==> src/rtl/atw_pkg.sv <==
package atw_pkg;
  localparam int unsigned LIMIT_W = 12;
  typedef enum logic [1:0] {
    ST_IDLE  = 2'd0,
    ST_PEND  = 2'd1,
    ST_DWAIT = 2'd2
  } atw_state_e;
endpackage

==> src/rtl/atw_count.sv <==
module atw_count #(
  parameter int unsigned W = 12
) (
  input  logic         clk,
  input  logic         rst_n,
  input  logic         clr,
  input  logic         run,
  input  logic [W-1:0] limit,
  output logic         hit
);
  logic [W-1:0] cnt_q;

  always_ff @(posedge clk) begin
    if (!rst_n)   cnt_q <= '0;
    else if (clr) cnt_q <= '0;
    else if (run) cnt_q <= cnt_q + 1'b1;
  end

  assign hit = (cnt_q == limit);
endmodule

==> src/rtl/atw_seq.sv <==
module atw_seq
  import atw_pkg::*;
(
  input  logic clk,
  input  logic rst_n,
  input  logic en,
  input  logic ts,
  input  logic aack_in,
  input  logic dstart,
  input  logic hit,
  output logic cnt_clr,
  output logic cnt_run,
  output logic fire,
  output logic aack_gen,
  output logic tea_gen
);
  atw_state_e st_q, st_d;
  logic       aack_q;

  always_comb begin
    st_d    = st_q;
    cnt_clr = 1'b0;
    cnt_run = 1'b0;
    fire    = 1'b0;
    unique case (st_q)
      ST_IDLE: begin
        if (en && ts && !aack_in) begin
          st_d    = ST_PEND;
          cnt_clr = 1'b1;
        end
      end
      ST_PEND: begin
        if (!en || aack_in) begin
          st_d = ST_IDLE;
        end else if (hit) begin
          st_d = ST_DWAIT;
          fire = 1'b1;
        end else begin
          cnt_run = 1'b1;
        end
      end
      ST_DWAIT: begin
        if (dstart) st_d = ST_IDLE;
      end
      default: st_d = ST_IDLE;
    endcase
  end

  always_ff @(posedge clk) begin
    if (!rst_n) begin
      st_q   <= ST_IDLE;
      aack_q <= 1'b0;
    end else begin
      st_q   <= st_d;
      aack_q <= fire;
    end
  end

  assign aack_gen = aack_q;
  assign tea_gen  = (st_q == ST_DWAIT) && dstart;
endmodule

==> src/rtl/atw_regs.sv <==
module atw_regs #(
  parameter int unsigned W = 12
) (
  input  logic         clk,
  input  logic         rst_n,
  input  logic         lim_we,
  input  logic [W-1:0] lim_wd,
  input  logic         set,
  input  logic         clr,
  input  logic         irq_en,
  output logic [W-1:0] limit,
  output logic         flag,
  output logic         irq
);
  localparam logic [W-1:0] LIM_RST = '1;

  always_ff @(posedge clk) begin
    if (!rst_n) begin
      limit <= LIM_RST;
      flag  <= 1'b0;
    end else begin
      if (lim_we) limit <= lim_wd;
      if (set)      flag <= 1'b1;
      else if (clr) flag <= 1'b0;
    end
  end

  assign irq = flag && irq_en;
endmodule

==> src/rtl/addr_tenure_wdt.sv <==
module addr_tenure_wdt
  import atw_pkg::*;
#(
  parameter int unsigned LW = LIMIT_W
) (
  input  logic          clk,
  input  logic          rst_n,
  input  logic          ts_i,
  input  logic          aack_i,
  input  logic          dstart_i,
  input  logic          wd_en_i,
  input  logic          irq_en_i,
  input  logic          limit_we_i,
  input  logic [LW-1:0] limit_wd_i,
  input  logic          stat_clr_i,
  output logic          aack_o,
  output logic          tea_o,
  output logic [LW-1:0] limit_o,
  output logic          status_o,
  output logic          irq_o
);
  logic cnt_clr, cnt_run, hit, fire;

  atw_count #(.W(LW)) u_count (
    .clk(clk), .rst_n(rst_n), .clr(cnt_clr), .run(cnt_run),
    .limit(limit_o), .hit(hit)
  );

  atw_seq u_seq (
    .clk(clk), .rst_n(rst_n), .en(wd_en_i), .ts(ts_i), .aack_in(aack_i),
    .dstart(dstart_i), .hit(hit), .cnt_clr(cnt_clr), .cnt_run(cnt_run),
    .fire(fire), .aack_gen(aack_o), .tea_gen(tea_o)
  );

  atw_regs #(.W(LW)) u_regs (
    .clk(clk), .rst_n(rst_n), .lim_we(limit_we_i), .lim_wd(limit_wd_i),
    .set(fire), .clr(stat_clr_i), .irq_en(irq_en_i),
    .limit(limit_o), .flag(status_o), .irq(irq_o)
  );
endmodule

==> config.mk <==
export PLATFORM = sky130hd
export DESIGN_NAME = addr_tenure_wdt
export DESIGN_NICKNAME = d
export VERILOG_FILES = /design/src/rtl/atw_pkg.sv /design/src/rtl/atw_count.sv /design/src/rtl/atw_seq.sv /design/src/rtl/atw_regs.sv /design/src/rtl/addr_tenure_wdt.sv
export SDC_FILE = /design/constraint.sdc
export NUM_CORES = 1
export LEC_CHECK = 0
export BUFFER_PORTS_ARGS = -buffer_cell sky130_fd_sc_hd__buf_4
export CORE_UTILIZATION = 45
export DETAILED_ROUTE_END_ITERATION = 6
export PLACE_DENSITY = 0.79
export SLEW_MARGIN = 5
export SYNTH_ARGS = -nofsm -noshare
export SYNTH_HDL_FRONTEND = slang
export SYNTH_SLANG_ARGS = --single-unit
==> constraint.sdc <==
create_clock -name clk -period 1.5 [get_ports clk]
set_input_delay 0.15 -clock clk [delete_from_list [all_inputs] [get_ports clk]]
set_output_delay 0.15 -clock clk [all_outputs]
set_load 0.01 [all_outputs]
==> results of run 1 <==
[Yosys cell counts, types with 3 or more instances]
master,count,area [um^2]
a21oi_1,10,50.1
mux2i_1,12,120
o21ai_0,10,50.1
inv_1,3,11.3
xnor2_1,12,105
nand3_1,6,30.0
clkbuf_1,3,11.3
nand4_1,4,25.0
and3_1,3,18.8
nand2_1,17,63.8
or3_1,6,37.5
o21a_1,3,22.5
dfxtp_1,28,561
[area by class of cell]
class	instances	area (um^2)
fill	203	673
inverter	3	11.3
clock inverter	1	30.0
timing repair buffer	75	574
multi-input combinational	107	825
tap	31	38.8
sequential	28	583
clock buffer	3	22.5
[registers in the layout (all words and copies together) (netlist names)]
| signal | flops |
|---|---|
| u_count.cnt_q | 12 |
| u_regs.limit | 12 |
| u_seq.st_q | 2 |
| u_regs.flag | 1 |
| u_seq.aack_gen | 1 |
[final timing paths]
kind,start,end,slack (ns),cells past startpoint
hold / removal,limit_wd_i[9],u_regs.limit[9],0.02,3
hold reg to reg,u_seq.st_q[0],u_seq.st_q[0],0.55,2
setup reg to reg,u_seq.st_q[1],u_count.cnt_q[10],-0.24,5
setup / recovery,u_seq.st_q[1],u_count.cnt_q[10],-0.24,5
[routing by layer]
metal	GRT usage, %	routed length, um
met3	2.33	210
met5	0	0
met1	26.6	1440
met2	45.1	2050
met4	7.86	54
[power by group through the flow]
stage / Combinational, mW / Clock, mW / Sequential (mW)
floorplan: 0.0713 / 0 / 0.809
global route: 0.229 / 0.530 / 0.787
global placement: 0.191 / 0 / 0.798
CTS: 0.209 / 0.508 / 0.784
detailed placement: 0.201 / 0 / 0.799
finish: 0.214 / 0.504 / 0.784
[logic make-up after synthesis]
logic type / after synthesis
AO/OA/AOI/OAI: 27
buffers and inverters: 9
AND/OR/NAND/NOR: 52
XOR/XNOR: 13
adder cells (fa/ha/maj): 1
flip-flops: 28
multiplexers: 12
[metrics by stage]
step           setup TNS (ns)  hold slack, ns
5_1_grt                 -3.34          0.0188
4_1_cts                 -1.71          0.0140
6_report                -2.41          0.0200
3_3_place_gp            -1.14           0.361
2_1_floorplan          -0.289           0.278
3_5_place_dp            -1.85           0.371
[worst min-delay path: stages]
cell and delay, ns:
buf_4 0.08, mux2i_1 0.05, nand2_1 0.05
[timing repair]
| item | 4_1_cts | 5_1_grt |
|---|---|---|
| pin swaps | 10 | 7 |
| hold endpoints to repair | 0 | 0 |
| endpoints found under the setup margin | 14 | 16 |
| setup buffers | 11 | 2 |
| gates resized for setup | 19 | 16 |
| cloned | 2 | 0 |
==> impl_metrics.yaml, run 1 <==
setup_path:
  crit_fanout: 5
  slowest_stage: "or4_1"
  critical-path-max-stage-delay_ns: 0.47
  critPathKind: "register to register"
  cp.required_ns: 1.77
  path_cells: "or3b_4 -> nor2_4 -> o31ai_4 -> or4_1 -> a21oi_1"
  worst_setup_path_start_kind: "register"
  worstPathArrival_ns: 2.01
  path_buf_inv: 0
  cp-end-kind: "register"
  crit_family: "simple AND/OR/NAND/NOR gates"
synth:
  synthMuxAreaShare_pct: 9.24
  synth_edf_count: 0
  synthAdderAreaFrac_pct: 0.962
  synth_top_family_by_area: "simple AND/OR/NAND/NOR gates"
  ys_seq_area_share_pct: 43.1
  synth-compound-area-share_pct: 12.2
  synthCells: 142
  avgSynthCellArea_um2: 9.15
  ys_warn_count: 0
  ys_types: 32
  synthesis.area_mm2: 0.00130
  synth-seq-cells: 28
  synthFlopType: "dfxtp_1"
  synthXorXnorAreaFrac_pct: 8.76
  synthArstFlopShare_pct: 0
  synthSimpleGateAreaFrac_pct: 22.2
  syn_nets: 164
floorplanning:
  dieArea_mm2: 0.00311
  die_h_um: 55.8
  core_area_mm2: 0.00276
  io-pin-count: 37
  rows: 19
  die_w_um: 55.8
  start_util_pct: 47.1
global_routing:
  grt_pass1_vias: 1370
  grt_max_degree: 19
  grt_pass1_wl_mm: 5.87
  track_usage_pct: 23.4
  antenna_found_initial: 0
  gr-total-overflow: 0
cells_and_area:
  syn_to_final_growth_pct: 60.3
  nNetsFinal: 240
  layout_commonest_cell: "buf_4"
  finish.instance_area_mm2: 0.00208
  utilization_pct: 75.6
  layoutNonFillerInstCount: 248
  antenna_cells: 0
  drive_above_1_share_pct: 55.3
  layout_common_cells: "buf_4, dfxtp_2, nand2_1"
drt:
  wl_per_cell_um: 15.1
  num_vias: 1361
  first_pass_iters: 4
  vias_per_cell: 5.49
  drc: 0
  wl_mm: 3.75
  ant_nets: 0
  drt_iter0_markers: 29
timing:
  period_needed_ns: 1.74
  finalSetupViolations: 14
  drv_slew: 0
  fmaxAchievable_mhz: 575
  setup_ws_ns: -0.239
  rsz0062_at_grt: "true"
  min_period_over_period_pct: 116
  relSlewSlack_pct: 78.0
  hold_viol_final: 0
  worst_pin_slew_ns: 0.330
  skew_ns: 0.00501
clocking:
  root_buffer: "clkbuf_4"
  h-tree-depth: 1
  clk_latency_ns: 0.33
  cts_sinks: 28
  clk_path_buf_depth: 2
  cts_tree: "built"
  cts_buffers: 3
  cts_hold_buf: 0
  clkTransAtPathRegs_ns: 0.16
run:
  max-cap-violations: 0
placed_design:
  placed_area_mm2: 0.00182
  pre_cts_ws_ns: -0.288
  dp.cells: 231
  io_buffers: 36
  dp_hpwl_mm: 2.41
  globalplace.congestion: 0.853
power:
  peakVddDrop_v: 0.000622
  power_density_mw_per_mm2: 721
  swShare_pct: 22.5
  pwr-share-clk_pct: 33.6
  leakage_nw: 0.887
  pwr-share-comb_pct: 14.3
  pwr-share-seq_pct: 52.2
  p_int_mw: 1.16
  p_switching_uw: 338
  power_mw: 1.50
run_status:
  status: "complete, but fails checks"
  violations: "setup timing"
min_path:
  hold_path.class: "input pin to register"
Power figures use the tool's default switching activity.
==> run 2, diff against run 1 <==
--- a/config.mk
+++ b/config.mk
@@ -9,6 +9,7 @@
 export CORE_UTILIZATION = 45
 export DETAILED_ROUTE_END_ITERATION = 6
 export PLACE_DENSITY = 0.79
+export SETUP_SLACK_MARGIN = 0.1
 export SLEW_MARGIN = 5
 export SYNTH_ARGS = -nofsm -noshare
 export SYNTH_HDL_FRONTEND = slang
==> run 2 against run 1 <==
The flow still finishes with violations (setup timing). Critical path type unchanged. Critical path depth grew 1. Cell area decreased by 4.0%. Fmax is 3.4% lower.
==> impl_metrics.yaml, run 2 (synthesis results as in run 1) <==
floorplanning:
  dieArea_mm2: 0.00311
  io-pin-count: 37
  rows: 19
  die_w_um: 55.8
  start_util_pct: 47.1
  die_h_um: 55.8
  core_area_mm2: 0.00276
power:
  pwr-share-seq_pct: 57.2
  leakage_nw: 0.861
  p_switching_uw: 328
  peakVddDrop_v: 0.000640
  p_int_mw: 1.04
  pwr-share-clk_pct: 27.7
  power_density_mw_per_mm2: 684
  pwr-share-comb_pct: 15.2
  swShare_pct: 24.0
setup_path:
  worst_setup_path_start_kind: "register"
  reg2reg_to: "u_count.cnt_q[8]"
  worstPathArrival_ns: 2.08
  path_cells: "or3b_4 -> nor2_4 -> o31ai_4 -> buf_12 -> or4_4 -> a21oi_2"
  regToRegStartpoint: "u_seq.st_q[1]"
  rrSetupSlack_ns: -0.30
  path_buf_inv: 1
  cp-end-kind: "register"
  cp.required_ns: 1.78
  critical-path-max-stage-delay_ns: 0.48
  cp_num_cells: 6
  critPathKind: "register to register"
  r2r_cells: 6
  cp-startpoint: "u_seq.st_q[1]"
  slowest_stage: "or4_4"
  crit_family: "simple AND/OR/NAND/NOR gates"
  crit_fanout: 10
drt:
  num_vias: 1296
  ant_nets: 0
  wl_per_cell_um: 13.6
  wl_mm: 3.30
  first_pass_iters: 4
  drc: 0
  vias_per_cell: 5.33
  drt_iter0_markers: 27
run_status:
  violations: "setup timing"
  status: "complete, but fails checks"
cells_and_area:
  utilization_pct: 72.6
  fillers: 211
  layoutNonFillerInstCount: 243
  nNetsFinal: 235
  layout_common_cells: "buf_4, nand2_1, dfxtp_2"
  antenna_cells: 0
  multi_input_area_um2: 759
  ff_latch_area_um2: 579
  layout_commonest_cell: "buf_4"
  reg.largest.list: "u_count.cnt_q (12), u_regs.limit (12), u_seq.st_q (2)"
  syn_to_final_growth_pct: 54.0
  drive_above_1_share_pct: 51.9
placed_design:
  globalplace.congestion: 0.748
  io_buffers: 36
  dp.cells: 231
  pre_cts_ws_ns: -0.240
  dp_hpwl_mm: 2.33
global_routing:
  grt_max_degree: 19
  gr-total-overflow: 0
  antenna_found_initial: 0
  grt_pass1_vias: 1327
  track_usage_pct: 21.8
  grt_pass1_wl_mm: 5.38
min_path:
  whs_endpoint: "u_regs.limit[0]"
  hold_depth: 3
  hp-start: "limit_wd_i[0]"
  hold_path.class: "input pin to register"
timing:
  drv_slew: 0
  relSlewSlack_pct: 77.0
  finalSetupViolations: 16
  rsz0062_at_grt: "true"
  worst_pin_slew_ns: 0.336
  setup_ws_ns: -0.300
  fmaxAchievable_mhz: 556
  min_period_over_period_pct: 120
  tns_ns: -3.16
  holdWs_ns: 0.0122
  hold_viol_final: 0
  period_needed_ns: 1.80
  skew_ns: 0.00518
clocking:
  cts_tree: "built"
  clk_path_buf_depth: 2
  clk_latency_ns: 0.34
  clkTransAtPathRegs_ns: 0.15
  cts_buffers: 3
  cts_sinks: 28
  cts_hold_buf: 0
  h-tree-depth: 1
  root_buffer: "clkbuf_4"
run:
  max-cap-violations: 0
==> run 2: repair_timing <==
item	in CTS	in global routing
setup buffers	6	1
endpoints found under the hold margin	0	0
gates resized for setup	4	13
endpoints found under the setup margin	15	16
pin swaps	3	5
cloned	1	0
==> run 2: worst register-to-register path, delay by kind of cell, from the launching register on <==
family / cells / cell delay (ns)
simple gates: 3 / 1.01
buf+inv: 1 / 0.15
compound gates: 2 / 0.23
flops: 1 / 0.35
==> run 2: power groups by stage <==
stage	registers, mW	logic, mW	clock network (mW)
final	0.783	0.208	0.379
after global routing	0.786	0.223	0.427
after CTS	0.782	0.205	0.387
after detailed placement	0.798	0.200	0
after global placement	0.798	0.192	0
after floorplan	0.809	0.0717	0
==> run 2: worst max path at each step <==
stage / slack, ns / endpoint
2_1_floorplan: -0.05 / u_count.cnt_q[10]
3_3_place_gp: -0.20 / u_count.cnt_q[8]
3_5_place_dp: -0.24 / u_count.cnt_q[8]
4_1_cts: -0.24 / u_count.cnt_q[8]
5_1_grt: -0.37 / u_count.cnt_q[8]
6_report: -0.30 / u_count.cnt_q[8]
==> run 2: per-layer routing <==
layer / GRT usage (%) / vias up / part of all wire (%)
met1: 22.4 / 617 / 38
met5: 0 / - / 0
met2: 44.6 / 33 / 57
met4: 6.79 / 0 / 1.0
met3: 2.56 / 3 / 3.8
li1: - / 643 / -
==> run 2: metrics by stage <==
step / power, mW / cell area (um^2)
after floorplan: 0.881 / 1330
after global placement: 0.990 / 1820
after detailed placement: 0.998 / 1820
after CTS: 1.37 / 1940
after global routing: 1.44 / 2000
final: 1.37 / 2000
==> run 2: area by class of cell <==
cell class	instances	share of cell area (%)
tap	31	1.94
clock buffer	4	1.81
sequential	28	28.9
timing repair buffer	72	28.8
inverter	3	0.563
multi-input combinational	105	37.9
==> run 3, diff against run 2 <==
--- a/config.mk
+++ b/config.mk
@@ -8,7 +8,7 @@
 export BUFFER_PORTS_ARGS = -buffer_cell sky130_fd_sc_hd__buf_4
 export CORE_UTILIZATION = 45
 export DETAILED_ROUTE_END_ITERATION = 6
-export PLACE_DENSITY = 0.79
+export PLACE_DENSITY = 0.73
 export SETUP_SLACK_MARGIN = 0.1
 export SLEW_MARGIN = 5
 export SYNTH_ARGS = -nofsm -noshare
==> run 3 against run 2 <==
Critical path depth unchanged. Global-route usage increased by 0.96 points. Setup slack better by 0.023 ns. Die area did not move. Clock power grew 31%. Final cell count shrank 0.41%. Critical endpoint is now u_count.cnt_q[10]. Highest routed layer unchanged. Flip-flop and latch count unchanged. Critical path type unchanged. Via count rose by 0.23%. Register-to-register slack improved by 0.02 ns. Power increased by 8.4%. Sequential power about the same. The flow still finishes with violations (setup timing).
==> impl_metrics.yaml, run 3 (synthesis results as in run 1) <==
cells_and_area:
  layout_common_cells: "buf_4, nand2_1, dfxtp_1, dfxtp_2, mux2i_1"
  layout_commonest_cell: "buf_4"
  finish.instance_area_mm2: 0.00198
  nNetsFinal: 234
  antenna_cells: 0
  syn_to_final_growth_pct: 52.6
  drive_above_1_share_pct: 48.8
  reg.largest.list: "u_count.cnt_q (12), u_regs.limit (12), u_seq.st_q (2)"
global_routing:
  antenna_found_initial: 0
  grt-busiest-layer: "met2"
  grt_max_degree: 19
  grt_pass1_wl_mm: 5.66
  track_usage_pct: 22.7
  grt_pass1_vias: 1326
  grt_use_met3_pct: 5.12
  gr-total-overflow: 0
  grt_util_met2_pct: 45.4
  grtUsageMet1_pct: 23.9
min_path:
  hold_path.class: "input pin to register"
power:
  peakVddDrop_v: 0.000748
  power_mw: 1.48
  power_density_mw_per_mm2: 748
  leakage_nw: 0.850
clocking:
  clkTransAtPathRegs_ns: 0.15
  cts_buffers: 3
  h-tree-depth: 1
  root_buffer: "clkbuf_4"
  clk_path_buf_depth: 2
  cts_sinks: 28
  cts_tree: "built"
  clk_latency_ns: 0.33
setup_path:
  worst_setup_path_start_kind: "register"
  critPathKind: "register to register"
  cp.required_ns: 1.78
  worstPathArrival_ns: 2.06
  crit_fanout: 11
  cp-end-kind: "register"
placed_design:
  globalplace.congestion: 0.764
  placed_area_mm2: 0.00183
  pre_cts_ws_ns: -0.269
  dp_hpwl_mm: 2.34
  io_buffers: 36
drt:
  num_vias: 1299
  ant_nets: 0
  wl_mm: 3.43
  drc: 0
  drt_iter0_markers: 48
  wl_per_cell_um: 14.2
  first_pass_iters: 4
  vias_per_cell: 5.37
run_status:
  violations: "setup timing"
  status: "complete, but fails checks"
timing:
  worst_pin_slew_ns: 0.314
  finalSetupViolations: 15
  fmaxAchievable_mhz: 563
  rsz0062_at_grt: "true"
  period_needed_ns: 1.78
  drv_slew: 0
  hold_viol_final: 0
  min_period_over_period_pct: 118
  relSlewSlack_pct: 78.9
  skew_ns: 0.00444
  setup_ws_ns: -0.276
floorplanning:
  start_util_pct: 47.1
  die_h_um: 55.8
  die_w_um: 55.8
  core_area_mm2: 0.00276
  io-pin-count: 37
  dieArea_mm2: 0.00311
  rows: 19
run:
  max-cap-violations: 0
==> run 3: changes by cell type in the layout (fill, tap and decap cells not counted), sizes merged <==
| cell | change |
|---|---|
| clkbuf | -1 |
| bufinv | +1 |
| buf | -1 |
==> run 3: critical path, stage by stage (launching register included) <==
cell,delay [ns]
dfxtp_2,0.35
or3b_4,0.39
nor2_4,0.13
o31ai_4,0.10
buf_12,0.15
or4_4,0.46
a21oi_1,0.14
==> run 3: power breakdown <==
group | leakage [nW] | internal [mW] | switching, mW
logic | 0.594 | 0.123 | 0.0813
clock network | 0.0279 | 0.270 | 0.227
registers | 0.228 | 0.767 | 0.0154
==> run 3: final timing paths <==
kind               startpoint                 to  slack [ns]  depth (start not counted)
max             u_seq.st_q[1]  u_count.cnt_q[10]       -0.28                          6
min             limit_wd_i[8]    u_regs.limit[8]        0.02                          3
max reg2reg     u_seq.st_q[1]  u_count.cnt_q[10]       -0.28                          6
min reg2reg  u_count.cnt_q[8]   u_count.cnt_q[8]        0.56                          2
==> run 3: area by class of cell <==
| cell class | instances | area, um^2 |
|---|---|---|
| Fill cell | 225 | 774 |
| Multi-Input combinational cell | 105 | 733 |
| Sequential cell | 28 | 578 |
| Timing Repair Buffer | 71 | 569 |
| Tap cell | 31 | 38.8 |
| Clock inverter | 1 | 30.0 |
| Clock buffer | 3 | 22.5 |
| Inverter | 3 | 11.3 |
==> run 3: routing by layer <==
| metal | vias to the layer above | wire (um) |
|---|---|---|
| li1 | 638 | - |
| met1 | 617 | 1290 |
| met2 | 38 | 1930 |
| met3 | 6 | 156 |
| met4 | 0 | 55 |
| met5 | - | 0 |
==> run 3: timing repair <==
item / CTS / global route
buffers inserted: 4 / 1
hold buffers: 0 / 0
gates resized for setup: 4 / 8
setup endpoints to repair: 14 / 16
pin swaps: 2 / 6
gates cloned: 1 / 0
==> run 3: through the flow <==
stage | setup TNS, ns | cells | util (%) | hold slack, ns
floorplan | -0.298 | 142 | - | 0.278
global placement | -1.11 | 232 | 66.4 | 0.364
detailed placement | -1.56 | 232 | 66.4 | 0.370
CTS | -2.29 | 241 | 70.7 | 0.0114
global route | -4.14 | 242 | 71.9 | 0.0114
finish | -3.18 | 242 | 71.9 | 0.0193
